<file path="src/rtl/hmw_pkg.sv">
// Package for the halfword merge writer: sequencing states shared by
// the controller and the checker.
package hmw_pkg;

    // Controller states; a lone byte visits RD_REQ and RD_WAIT, a pair BYTE1.
    typedef enum logic [2:0] {
        ST_IDLE    = 3'd0,
        ST_BYTE0   = 3'd1,
        ST_BYTE1   = 3'd2,
        ST_RD_REQ  = 3'd3,
        ST_RD_WAIT = 3'd4,
        ST_WRITE   = 3'd5
    } hmw_state_t;

    localparam int unsigned HW_BYTES = 2;

endpackage

</file>
<file path="src/rtl/hmw_tracker.sv">
// Address and remaining-count tracker.
// Loads the run on start and advances by one lone byte or by one pair
// on each accepted write. It classifies the next write as lone (odd
// address, or a single byte left) and flags the last write.
// Assumes load and advance are never high in the same cycle.
module hmw_tracker #(
    parameter int unsigned ADDR_W = 20,
    parameter int unsigned LEN_W  = 16
) (
    input  logic              clk,
    input  logic              rst_n,
    input  logic              load,
    input  logic [ADDR_W-1:0] load_addr,
    input  logic [LEN_W-1:0]  load_len,
    input  logic              advance,
    output logic              lone,
    output logic              odd,
    output logic              last,
    output logic [ADDR_W-1:0] hw_addr
);

    localparam logic [LEN_W-1:0]  ONE_L  = LEN_W'(1);
    localparam logic [LEN_W-1:0]  TWO_L  = LEN_W'(2);
    localparam logic [ADDR_W-1:0] ONE_A  = ADDR_W'(1);
    localparam logic [ADDR_W-1:0] TWO_A  = ADDR_W'(2);

    logic [ADDR_W-1:0] cur_addr;
    logic [LEN_W-1:0]  remain;
    logic [LEN_W-1:0]  step_len;
    logic [ADDR_W-1:0] step_addr;

    // Classify the pending write and size its step.
    always_comb begin
        odd       = cur_addr[0];
        lone      = cur_addr[0] || (remain == ONE_L);
        step_len  = lone ? ONE_L : TWO_L;
        step_addr = lone ? ONE_A : TWO_A;
        last      = (remain == step_len);
        hw_addr   = {cur_addr[ADDR_W-1:1], 1'b0};
    end

    // Hold the current byte address and the count still to write.
    always_ff @(posedge clk) begin
        if (!rst_n) begin
            cur_addr <= '0;
            remain   <= '0;
        end else if (load) begin
            cur_addr <= load_addr;
            remain   <= load_len;
        end else if (advance) begin
            cur_addr <= cur_addr + step_addr;
            remain   <= remain - step_len;
        end
    end

endmodule

</file>
<file path="src/rtl/hmw_packer.sv">
// Halfword packer.
// Captures the first and second source bytes and the neighbour halfword,
// and forms the write data lane by lane. For a pair, lane 0 takes the
// first byte and lane 1 the second. For a lone byte, the lane picked by
// address bit 0 takes the byte and the other lane keeps the neighbour.
// Assumes the capture strobes come one at a time from the controller.
module hmw_packer (
    input  logic        clk,
    input  logic        rst_n,
    input  logic        cap_first,
    input  logic        cap_second,
    input  logic        cap_nb,
    input  logic [7:0]  byte_in,
    input  logic [15:0] nb_in,
    input  logic        lone,
    input  logic        odd,
    output logic [15:0] word
);

    logic [7:0]  first_q;
    logic [7:0]  second_q;
    logic [15:0] nb_q;

    // Keep the source bytes of the write being built.
    always_ff @(posedge clk) begin
        if (!rst_n) begin
            first_q  <= '0;
            second_q <= '0;
        end else begin
            if (cap_first)  first_q  <= byte_in;
            if (cap_second) second_q <= byte_in;
        end
    end

    // Keep the neighbour halfword returned by the read port.
    always_ff @(posedge clk) begin
        if (!rst_n)
            nb_q <= '0;
        else if (cap_nb)
            nb_q <= nb_in;
    end

    for (genvar ln = 0; ln < hmw_pkg::HW_BYTES; ln++) begin : g_lane
        localparam logic LANE_BIT = (ln != 0);
        // Select the byte driven onto this lane.
        always_comb begin
            if (!lone)
                word[8*ln +: 8] = (ln == 0) ? first_q : second_q;
            else if (odd == LANE_BIT)
                word[8*ln +: 8] = first_q;
            else
                word[8*ln +: 8] = nb_q[8*ln +: 8];
        end
    end

endmodule

</file>
<file path="src/rtl/hmw_ctrl.sv">
// Transfer sequencer.
// Walks each write through byte fetch, an optional neighbour read and
// the write handshake. It raises the capture and advance strobes for
// the packer and the tracker and makes the one-cycle done pulse.
// Assumes read data arrives with rd_valid some cycles after rd_req.
module hmw_ctrl
    import hmw_pkg::*;
#(
    parameter int unsigned LEN_W = 16
) (
    input  logic             clk,
    input  logic             rst_n,
    input  logic             start,
    input  logic [LEN_W-1:0] start_len,
    input  logic             src_valid,
    input  logic             rd_valid,
    input  logic             wr_ready,
    input  logic             lone,
    input  logic             last,
    output logic             busy,
    output logic             done,
    output logic             src_ready,
    output logic             rd_req,
    output logic             wr_valid,
    output logic             load,
    output logic             advance,
    output logic             cap_first,
    output logic             cap_second,
    output logic             cap_nb
);

    hmw_state_t state, state_nx;
    logic       zero_start;
    logic       finish;
    logic       done_q;

    // Decode per-state strobes from the current state and inputs.
    always_comb begin
        zero_start = (state == ST_IDLE) && start && (start_len == '0);
        load       = (state == ST_IDLE) && start && (start_len != '0);
        src_ready  = (state == ST_BYTE0) || (state == ST_BYTE1);
        cap_first  = (state == ST_BYTE0) && src_valid;
        cap_second = (state == ST_BYTE1) && src_valid;
        rd_req     = (state == ST_RD_REQ);
        cap_nb     = (state == ST_RD_WAIT) && rd_valid;
        wr_valid   = (state == ST_WRITE);
        advance    = (state == ST_WRITE) && wr_ready;
        finish     = advance && last;
        busy       = (state != ST_IDLE);
        done       = done_q;
    end

    // Choose the next sequencing step.
    always_comb begin
        state_nx = state;
        unique case (state)
            ST_IDLE:    if (load) state_nx = ST_BYTE0;
            ST_BYTE0:   if (src_valid) state_nx = lone ? ST_RD_REQ : ST_BYTE1;
            ST_BYTE1:   if (src_valid) state_nx = ST_WRITE;
            ST_RD_REQ:  state_nx = ST_RD_WAIT;
            ST_RD_WAIT: if (rd_valid) state_nx = ST_WRITE;
            ST_WRITE:   if (wr_ready) state_nx = last ? ST_IDLE : ST_BYTE0;
            default:    state_nx = ST_IDLE;
        endcase
    end

    // Register the sequencing state.
    always_ff @(posedge clk) begin
        if (!rst_n) state <= ST_IDLE;
        else        state <= state_nx;
    end

    // Pulse done after the last write or after an empty request.
    always_ff @(posedge clk) begin
        if (!rst_n) done_q <= 1'b0;
        else        done_q <= finish || zero_start;
    end

endmodule

</file>
<file path="src/rtl/hw_merge_writer.sv">
// Byte-run to halfword write merger, top level.
// Joins the sequencer, the address/count tracker and the packer.
// Read and write addresses are the current byte address with bit 0
// cleared; the memory sees only whole-halfword writes.
// Assumes the memory keeps read data stable until rd_valid is seen.
module hw_merge_writer #(
    parameter int unsigned ADDR_W = 20,
    parameter int unsigned LEN_W  = 16
) (
    input  logic              clk,
    input  logic              rst_n,
    input  logic              start,
    input  logic [ADDR_W-1:0] start_addr,
    input  logic [LEN_W-1:0]  start_len,
    output logic              busy,
    output logic              done,
    input  logic              src_valid,
    input  logic [7:0]        src_data,
    output logic              src_ready,
    output logic              rd_req,
    output logic [ADDR_W-1:0] rd_addr,
    input  logic              rd_valid,
    input  logic [15:0]       rd_data,
    output logic              wr_valid,
    input  logic              wr_ready,
    output logic [ADDR_W-1:0] wr_addr,
    output logic [15:0]       wr_data
);

    logic              lone, odd, last;
    logic              load, advance;
    logic              cap_first, cap_second, cap_nb;
    logic [ADDR_W-1:0] hw_addr;

    hmw_ctrl #(.LEN_W(LEN_W)) u_ctrl (
        .clk        (clk),
        .rst_n      (rst_n),
        .start      (start),
        .start_len  (start_len),
        .src_valid  (src_valid),
        .rd_valid   (rd_valid),
        .wr_ready   (wr_ready),
        .lone       (lone),
        .last       (last),
        .busy       (busy),
        .done       (done),
        .src_ready  (src_ready),
        .rd_req     (rd_req),
        .wr_valid   (wr_valid),
        .load       (load),
        .advance    (advance),
        .cap_first  (cap_first),
        .cap_second (cap_second),
        .cap_nb     (cap_nb)
    );

    hmw_tracker #(.ADDR_W(ADDR_W), .LEN_W(LEN_W)) u_track (
        .clk       (clk),
        .rst_n     (rst_n),
        .load      (load),
        .load_addr (start_addr),
        .load_len  (start_len),
        .advance   (advance),
        .lone      (lone),
        .odd       (odd),
        .last      (last),
        .hw_addr   (hw_addr)
    );

    hmw_packer u_pack (
        .clk        (clk),
        .rst_n      (rst_n),
        .cap_first  (cap_first),
        .cap_second (cap_second),
        .cap_nb     (cap_nb),
        .byte_in    (src_data),
        .nb_in      (rd_data),
        .lone       (lone),
        .odd        (odd),
        .word       (wr_data)
    );

    // Both memory ports address the halfword holding the current byte.
    always_comb begin
        rd_addr = hw_addr;
        wr_addr = hw_addr;
    end

endmodule

</file>
<file path="config.mk">
export PLATFORM = sky130hd
export DESIGN_NAME = hw_merge_writer
export DESIGN_NICKNAME = d
export VERILOG_FILES = /design/src/rtl/hmw_pkg.sv /design/src/rtl/hmw_tracker.sv /design/src/rtl/hmw_packer.sv /design/src/rtl/hmw_ctrl.sv /design/src/rtl/hw_merge_writer.sv
export SDC_FILE = /design/constraint.sdc
export NUM_CORES = 1
export LEC_CHECK = 0
export BUFFER_PORTS_ARGS = -buffer_cell sky130_fd_sc_hd__buf_2
export CORE_MARGIN = 3
export CORE_UTILIZATION = 51
export CTS_CLUSTER_SIZE = 14
export DETAILED_ROUTE_END_ITERATION = 10
export GPL_TIMING_DRIVEN = 0
export PLACE_DENSITY = 0.85
export SETUP_SLACK_MARGIN = 0.3
export SYNTH_ARGS = -nofsm -noshare
export SYNTH_HDL_FRONTEND = slang
export SYNTH_SLANG_ARGS = --single-unit
export TNS_END_PERCENT = 5
</file>
<file path="constraint.sdc">
create_clock -name clk -period 4.03 [get_ports clk]
set_clock_uncertainty 0.15 [all_clocks]
set_input_delay 0.403 -clock clk [delete_from_list [all_inputs] [get_ports clk]]
set_output_delay 0.403 -clock clk [all_outputs]
set_load 0.02 [all_outputs]
</file>
==> flow_summary.yaml, run 1 <==
clocking:
  h-tree-depth: 3
  clock_tree_from_tritoncts: "built"
  clk_latency_ns: 0.35
  clk_pin_slew_worst_paths_ns: 0.09
  cts_made_buffers: 9
  tritoncts_num_sinks: 72
  postCtsSetupBuffers: 0
  clock-root-buffer: "clkbuf_8"
  clock_tree.buffer_depth: 2
synthesis:
  synth.distinct_cells: 55
  synth_largest_area_cell: "dfxtp_1"
  synth-seq-cells: 72
  yosys_warnings: 0
  synth_mux_area_share_pct: 6.55
  synth_async_sr_flop_share_pct: 0
  ys_seq_area_share_pct: 37.7
  number_of_enable_flip_flop_cells_after_synthesis: 0
  post_synthesis_xor_xnor_area_fraction_pct: 3.21
  synthSimpleGateAreaFrac_pct: 23.8
  ys.flop_type: "dfxtp_1"
  synth-adder-area-share_pct: 1.51
  syn-cell-area_um2: 3820
  synthesis.area_per_instance_um2: 7.93
  syn_inst: 482
  synth.top_cells.by_area: "dfxtp_1, nand2_1, a21oi_1"
  synth_top_family_by_area: "simple AND/OR/NAND/NOR gates"
  synth_top_cell_area_share_pct: 37.7
  synthesized_area_fraction_occupied_by_ao_oa_aoi_and_oai_cells_pct: 19.1
sta:
  timing.final.crit_period_ns: 3.61
  hold_viol: 0
  tightest_slew_ns: 0.825
  portion_of_the_clock_cycle_consumed_by_the_worst_path_in_the_final_layout_pct: 89.6
  max-slew-margin-rel_pct: 44.7
  grt_setup_unrepaired: "yes"
  timing.setup.tns_ns: 0
  slew_viol_final: 0
  postLayoutSetupSlackWorst_ns: 0.421
  fin_worst_hold_slack_ns: 0.126
  setup_violating_endpoint_count_in_the_final_report: 0
  fmax_mhz: 277
pwr:
  vdd.ir_drop.worst_uv: 294
  pwr-share-seq_pct: 35.9
  power_switching_share_pct: 40.3
  post-layout-total-power_mw: 2.65
  p_leak_nw: 2.04
  p_sw_mw: 1.07
  comb_power_share_pct: 39.4
  powerDensity_nw_per_um2: 550
  power.share.clock_pct: 24.7
  power.internal_mw: 1.58
place:
  preCtsSetupSlack_ns: 0.173
  dp_cells: 703
  globalplace.congestion: 0.927
  placement_cell_area_um2: 4570
  io_buffer_count: 124
  final_hpwl_from_detailed_placement_mm: 8.49
drt:
  detailedRoute.firstPassIterationCount: 4
  drt_iter0_drc: 241
  antenna_violating_nets_left: 0
  vias: 4036
  wl_per_cell_um: 15.6
  post-route-drc-count: 0
  post_drt_via_cell_ratio: 5.61
  routed_wl_mm: 11.2
finish:
  final_cell_mix: "buf_2, nand2_1, dfxtp_1"
  nets: 688
  insertedDiodeCount: 0
  final_cell_count_no_fill: 719
  finish.utilization_pct: 68.7
  final_layout_size_suffix_gt1_share_pct: 29.9
  ff_latch_area_um2: 1440
  fill_cells: 590
  area_overhead_vs_synth_pct: 26.1
  area_taken_by_multi_input_logic_gates_um2: 2100
  final_cell_area_um2: 4820
  mostFrequentLayoutCell: "buf_2"
setup_path:
  crit_type: "flop to flop"
  setup.reg_to_reg.worst_slack_ns: 0.42
  worst_setup_path_end_kind: "flop"
  timing.critical_path.arrival_ns: 3.68
  critical-path-slowest-cell: "or3_4"
  worstPathRequired_ns: 4.10
  timing.critical_path.fanout_max: 10
  crit_path_cell_trace: "or3_4 -> or3_1 -> buf_2 -> nor4_4 -> buf_6 -> or2_2 -> ha_1 -> inv_1 -> fa_1 -> nor2_4 -> nand2_1 -> o311ai_0 -> a31oi_1"
  cp.buffers_inverters: 3
  critical_path.startpoint_type: "flop"
  crit_family: "simple AND/OR/NAND/NOR gates"
  critical_path.max_stage_delay_ns: 0.43
die:
  die_height_um: 92.6
  fp.dieArea_um2: 8570
  top_level_ports: 127
  initial_utilization_pct: 54.5
  core-area_um2: 7020
  num_rows: 30
  die_w_um: 92.6
min_path:
  hp-class: "input pin to flop"
global_routing:
  largest_net_degree_at_the_start_of_global_routing: 15
  global_route.usage.total_pct: 26.6
  via_count_of_the_first_global_routing_pass: 3970
  grt_antenna_before_repair: 0
  grt.overflow.total: 0
  global_route_wire_length_before_repair_mm: 18.5
job:
  maxCapViolCount: 0
run_status:
  status: "finished clean"
[kinds of logic (layout without fill, tap and decap cells)]
| group | count (synthesis) | count (layout) |
|---|---|---|
| simple gates | 187 | 187 |
| compound gates | 121 | 121 |
| flops | 72 | 72 |
| buf+inv | 59 | 199 |
| mux | 24 | 24 |
| xor+xnor | 14 | 14 |
| fa+ha+maj | 4 | 4 |
| other cells | 1 | 2 |
[power groups by stage]
stage	logic, mW	registers (mW)	clock network [mW]
final	1.05	0.952	0.656
after global routing	1.13	0.973	0.690
after CTS	1.04	0.949	0.659
after detailed placement	1.03	0.964	0
after global placement	1.00	0.956	0
after floorplan	0.675	0.993	0
[flip-flops by register name (all words and copies together), names as in the netlist]
signal            count
u_track.remain       16
u_ctrl.done           1
u_pack.nb_q          16
u_ctrl.state          3
u_pack.first_q        8
u_track.cur_addr     20
u_pack.second_q       8
[worst paths after layout]
path / depth (start not counted) / endpoint / start
worst min register to register: 2 / u_pack.nb_q[0]$_SDFFE_PN0P_ / u_pack.nb_q[0]$_SDFFE_PN0P_
worst min-delay path: 3 / u_pack.nb_q[14]$_SDFFE_PN0P_ / rd_data[14]
worst max-delay path: 13 / u_track.remain[14]$_SDFFE_PN0P_ / u_track.remain[10]$_SDFFE_PN0P_
worst max register to register: 13 / u_track.remain[14]$_SDFFE_PN0P_ / u_track.remain[10]$_SDFFE_PN0P_
[cell usage after synthesis, drive strengths merged (2+ instances only)]
library cell,number
nand2,83
dfxtp,72
a21oi,54
nor2,32
buf,28
o21ai,25
clkbuf,19
mux2i,16
nand3,15
inv,12
nor3,12
a31oi,11
nor4,11
xor2,9
mux2,8
and3,6
nand4,6
nand2b,5
o311ai,5
or3,5
xnor2,5
a211oi,4
o211ai,4
or2,4
a22oi,3
ha,3
a221oi,2
a2bb2oi,2
and2,2
nand4b,2
nor2b,2
[per-layer routing]
metal	part of all wire (%)	vias to the layer above	track usage, %
met5	0	-	0
met1	40	1852	31.5
met3	9.8	29	6.50
met4	2.2	0	11.5
met2	48	191	45.5
li1	-	1964	-
[repair_timing]
action | 4_1_cts | 5_1_grt
gates resized for setup | 2 | 3
hold buffers | 0 | 0
endpoints found under the setup margin | 6 | 8
[cell type report]
class                      count  area share (%)
buffer                        47            5.50
clock buffer                   9            2.57
clock inverter                 7            2.13
inverter                      12           0.934
multi-input combinational    352            43.6
sequential                    72            29.9
tap                           96            2.49
timing repair buffer         124            12.9
[worst register-to-register path, delay by kind of cell (launching register included)]
family                     cells  cell delay, ns
and+or+nand+nor                6            1.49
buffers and inverters          3            0.43
adders and majority gates      2            0.60
DFF                            1            0.36
AOI/OAI and AO/OA              2            0.43
Note: power is estimated with default switching activity, not from simulation.
==> run 2, diff against run 1 <==
Settings changed: CELL_PAD_IN_SITES_DETAIL_PLACEMENT from default to 2, CELL_PAD_IN_SITES_GLOBAL_PLACEMENT from default to 2, CORE_UTILIZATION 51 to 28, PLACE_DENSITY 0.85 to 0.84.
==> flow_summary.yaml, run 2 (synthesis gave the netlist of run 1 again) <==
sta:
  max-slew-margin-rel_pct: 42.1
  grt_setup_unrepaired: "yes"
  timing.final.crit_period_ns: 3.59
  slew_viol_final: 0
  setup_violating_endpoint_count_in_the_final_report: 0
  tightest_slew_ns: 0.864
  postLayoutSetupSlackWorst_ns: 0.444
  hold_viol: 0
  fmax_mhz: 279
  portion_of_the_clock_cycle_consumed_by_the_worst_path_in_the_final_layout_pct: 89.0
global_routing:
  gr-max-usage-layer: "met2"
  via_count_of_the_first_global_routing_pass: 4536
  globalRouteMet2Util_pct: 37.3
  largest_net_degree_at_the_start_of_global_routing: 12
  grt.met3_usage_pct: 4.84
  global_route_wire_length_before_repair_mm: 24.2
  global_route.usage.total_pct: 21.0
  grt_antenna_before_repair: 1
  global_routing_met1_resource_utilization_pct: 24.8
  grt.overflow.total: 0
clocking:
  clock-root-buffer: "clkbuf_16"
  cts_hold_buffers: 0
  h-tree-depth: 3
  clock_tree_from_tritoncts: "built"
  cts_made_buffers: 9
  tritoncts_num_sinks: 72
  clk_latency_ns: 0.35
  clock_tree.buffer_depth: 2
  clk_pin_slew_worst_paths_ns: 0.06
setup_path:
  worst_setup_path_end_kind: "flop"
  critical_path.max_stage_delay_ns: 0.44
  timing.critical_path.fanout_max: 6
  critical-path-slowest-cell: "or3_4"
  cp_common_cell: "or2_2"
  crit_path_cell_trace: "or3_4 -> or3_1 -> buf_2 -> nor4_4 -> buf_6 -> or2_2 -> ha_1 -> inv_1 -> fa_1 -> nor2_4 -> nand2_1 -> or2_2 -> a31oi_1"
  crit_family: "simple AND/OR/NAND/NOR gates"
  critical_path.startpoint_type: "flop"
  worstPathRequired_ns: 4.14
  timing.critical_path.arrival_ns: 3.69
  cp.buffers_inverters: 3
  crit_type: "flop to flop"
finish:
  final_cell_area_um2: 5020
  mostFrequentLayoutCell: "buf_2"
  fill_cells: 1557
  regMostFlops: "u_track.cur_addr"
  ff_latch_area_um2: 1440
  final_layout_size_suffix_gt1_share_pct: 29.7
  area_overhead_vs_synth_pct: 31.3
  nets: 689
  insertedDiodeCount: 0
  reg.largest.list: "u_track.cur_addr (20), u_pack.nb_q (16), u_track.remain (16)"
  largest_register_ff_count: 20
  final_cell_count_no_fill: 798
  finish.utilization_pct: 37.8
  area_taken_by_multi_input_logic_gates_um2: 2110
  final_cell_mix: "buf_2, nand2_1, dfxtp_1"
die:
  core-area_um2: 13300
  top_level_ports: 127
  initial_utilization_pct: 28.8
  num_rows: 42
  die_w_um: 123
  fp.dieArea_um2: 15100
  die_height_um: 123
place:
  dp_cells: 783
  io_buffer_count: 124
  preCtsSetupSlack_ns: -0.0300
  placement_cell_area_um2: 4670
  final_hpwl_from_detailed_placement_mm: 11.7
  globalplace.congestion: 0.820
drt:
  post_drt_via_cell_ratio: 5.16
  wl_per_cell_um: 19.5
  post-route-drc-count: 0
  vias: 4119
  drt_iter0_drc: 124
  detailedRoute.firstPassIterationCount: 4
  routed_wl_mm: 15.6
  antenna_violating_nets_left: 0
pwr:
  powerDensity_nw_per_um2: 584
  vdd.ir_drop.worst_uv: 201
  p_leak_nw: 2.08
  post-layout-total-power_mw: 2.93
run_status:
  status: "finished clean"
min_path:
  hp-class: "input pin to flop"
job:
  maxCapViolCount: 0
==> run 2: area by class of cell <==
cell class | count | share of cell area (%)
timing repair buffer | 125 | 12.5
multi-input combinational | 352 | 42.0
inverter | 12 | 0.897
tap | 176 | 4.39
clock buffer | 11 | 4.84
sequential | 72 | 28.7
clock inverter | 3 | 1.35
buffer | 47 | 5.28
==> run 2: what timing repair did <==
| action | 4_1_cts | 5_1_grt |
|---|---|---|
| resized for setup | 4 | 3 |
| hold endpoints to repair | 0 | 0 |
| setup endpoints to repair | 14 | 6 |
| buffers inserted | 1 | 0 |
==> run 2: routing by layer <==
metal | wire [um] | vias to the layer above
met1 | 6710 | 2022
li1 | - | 1963
met5 | 13 | -
met4 | 288 | 2
met3 | 767 | 23
met2 | 7780 | 109
==> run 2: where the power goes <==
| group | total, mW | leakage [nW] | switching (mW) | internal [mW] |
|---|---|---|---|---|
| clock | 0.867 | 0.148 | 0.315 | 0.552 |
| combinational | 1.10 | 1.35 | 0.692 | 0.405 |
| sequential | 0.968 | 0.588 | 0.142 | 0.826 |
==> run 2: worst register-to-register path: stages (launching register included) <==
cell and delay (ns):
dfxtp_1 0.35, or3_4 0.44, or3_1 0.32, buf_2 0.17
nor4_4 0.23, buf_6 0.13, or2_2 0.16, ha_1 0.20
inv_1 0.06, fa_1 0.43, nor2_4 0.19, nand2_1 0.16
or2_2 0.31, a31oi_1 0.19
==> run 2: path summary, 6_finish.rpt <==
path,cells past startpoint,slack (ns),from,end
worst min-delay path,3,0.15,rd_data[3],u_pack.nb_q[3]$_SDFFE_PN0P_
worst max-delay path,13,0.44,u_track.remain[10]$_SDFFE_PN0P_,u_track.remain[14]$_SDFFE_PN0P_
worst min register to register,2,0.31,u_pack.nb_q[8]$_SDFFE_PN0P_,u_pack.nb_q[8]$_SDFFE_PN0P_
worst max register to register,13,0.44,u_track.remain[10]$_SDFFE_PN0P_,u_track.remain[14]$_SDFFE_PN0P_
==> run 2: per-stage QoR <==
| stage | TNS [ns] | hold WS [ns] |
|---|---|---|
| 2_1_floorplan | 0 | 0.283 |
| 3_5_place_dp | -0.0439 | 0.306 |
| 3_3_place_gp | 0 | 0.292 |
| 5_1_grt | 0 | 0.155 |
| 6_report | 0 | 0.154 |
| 4_1_cts | 0 | 0.146 |
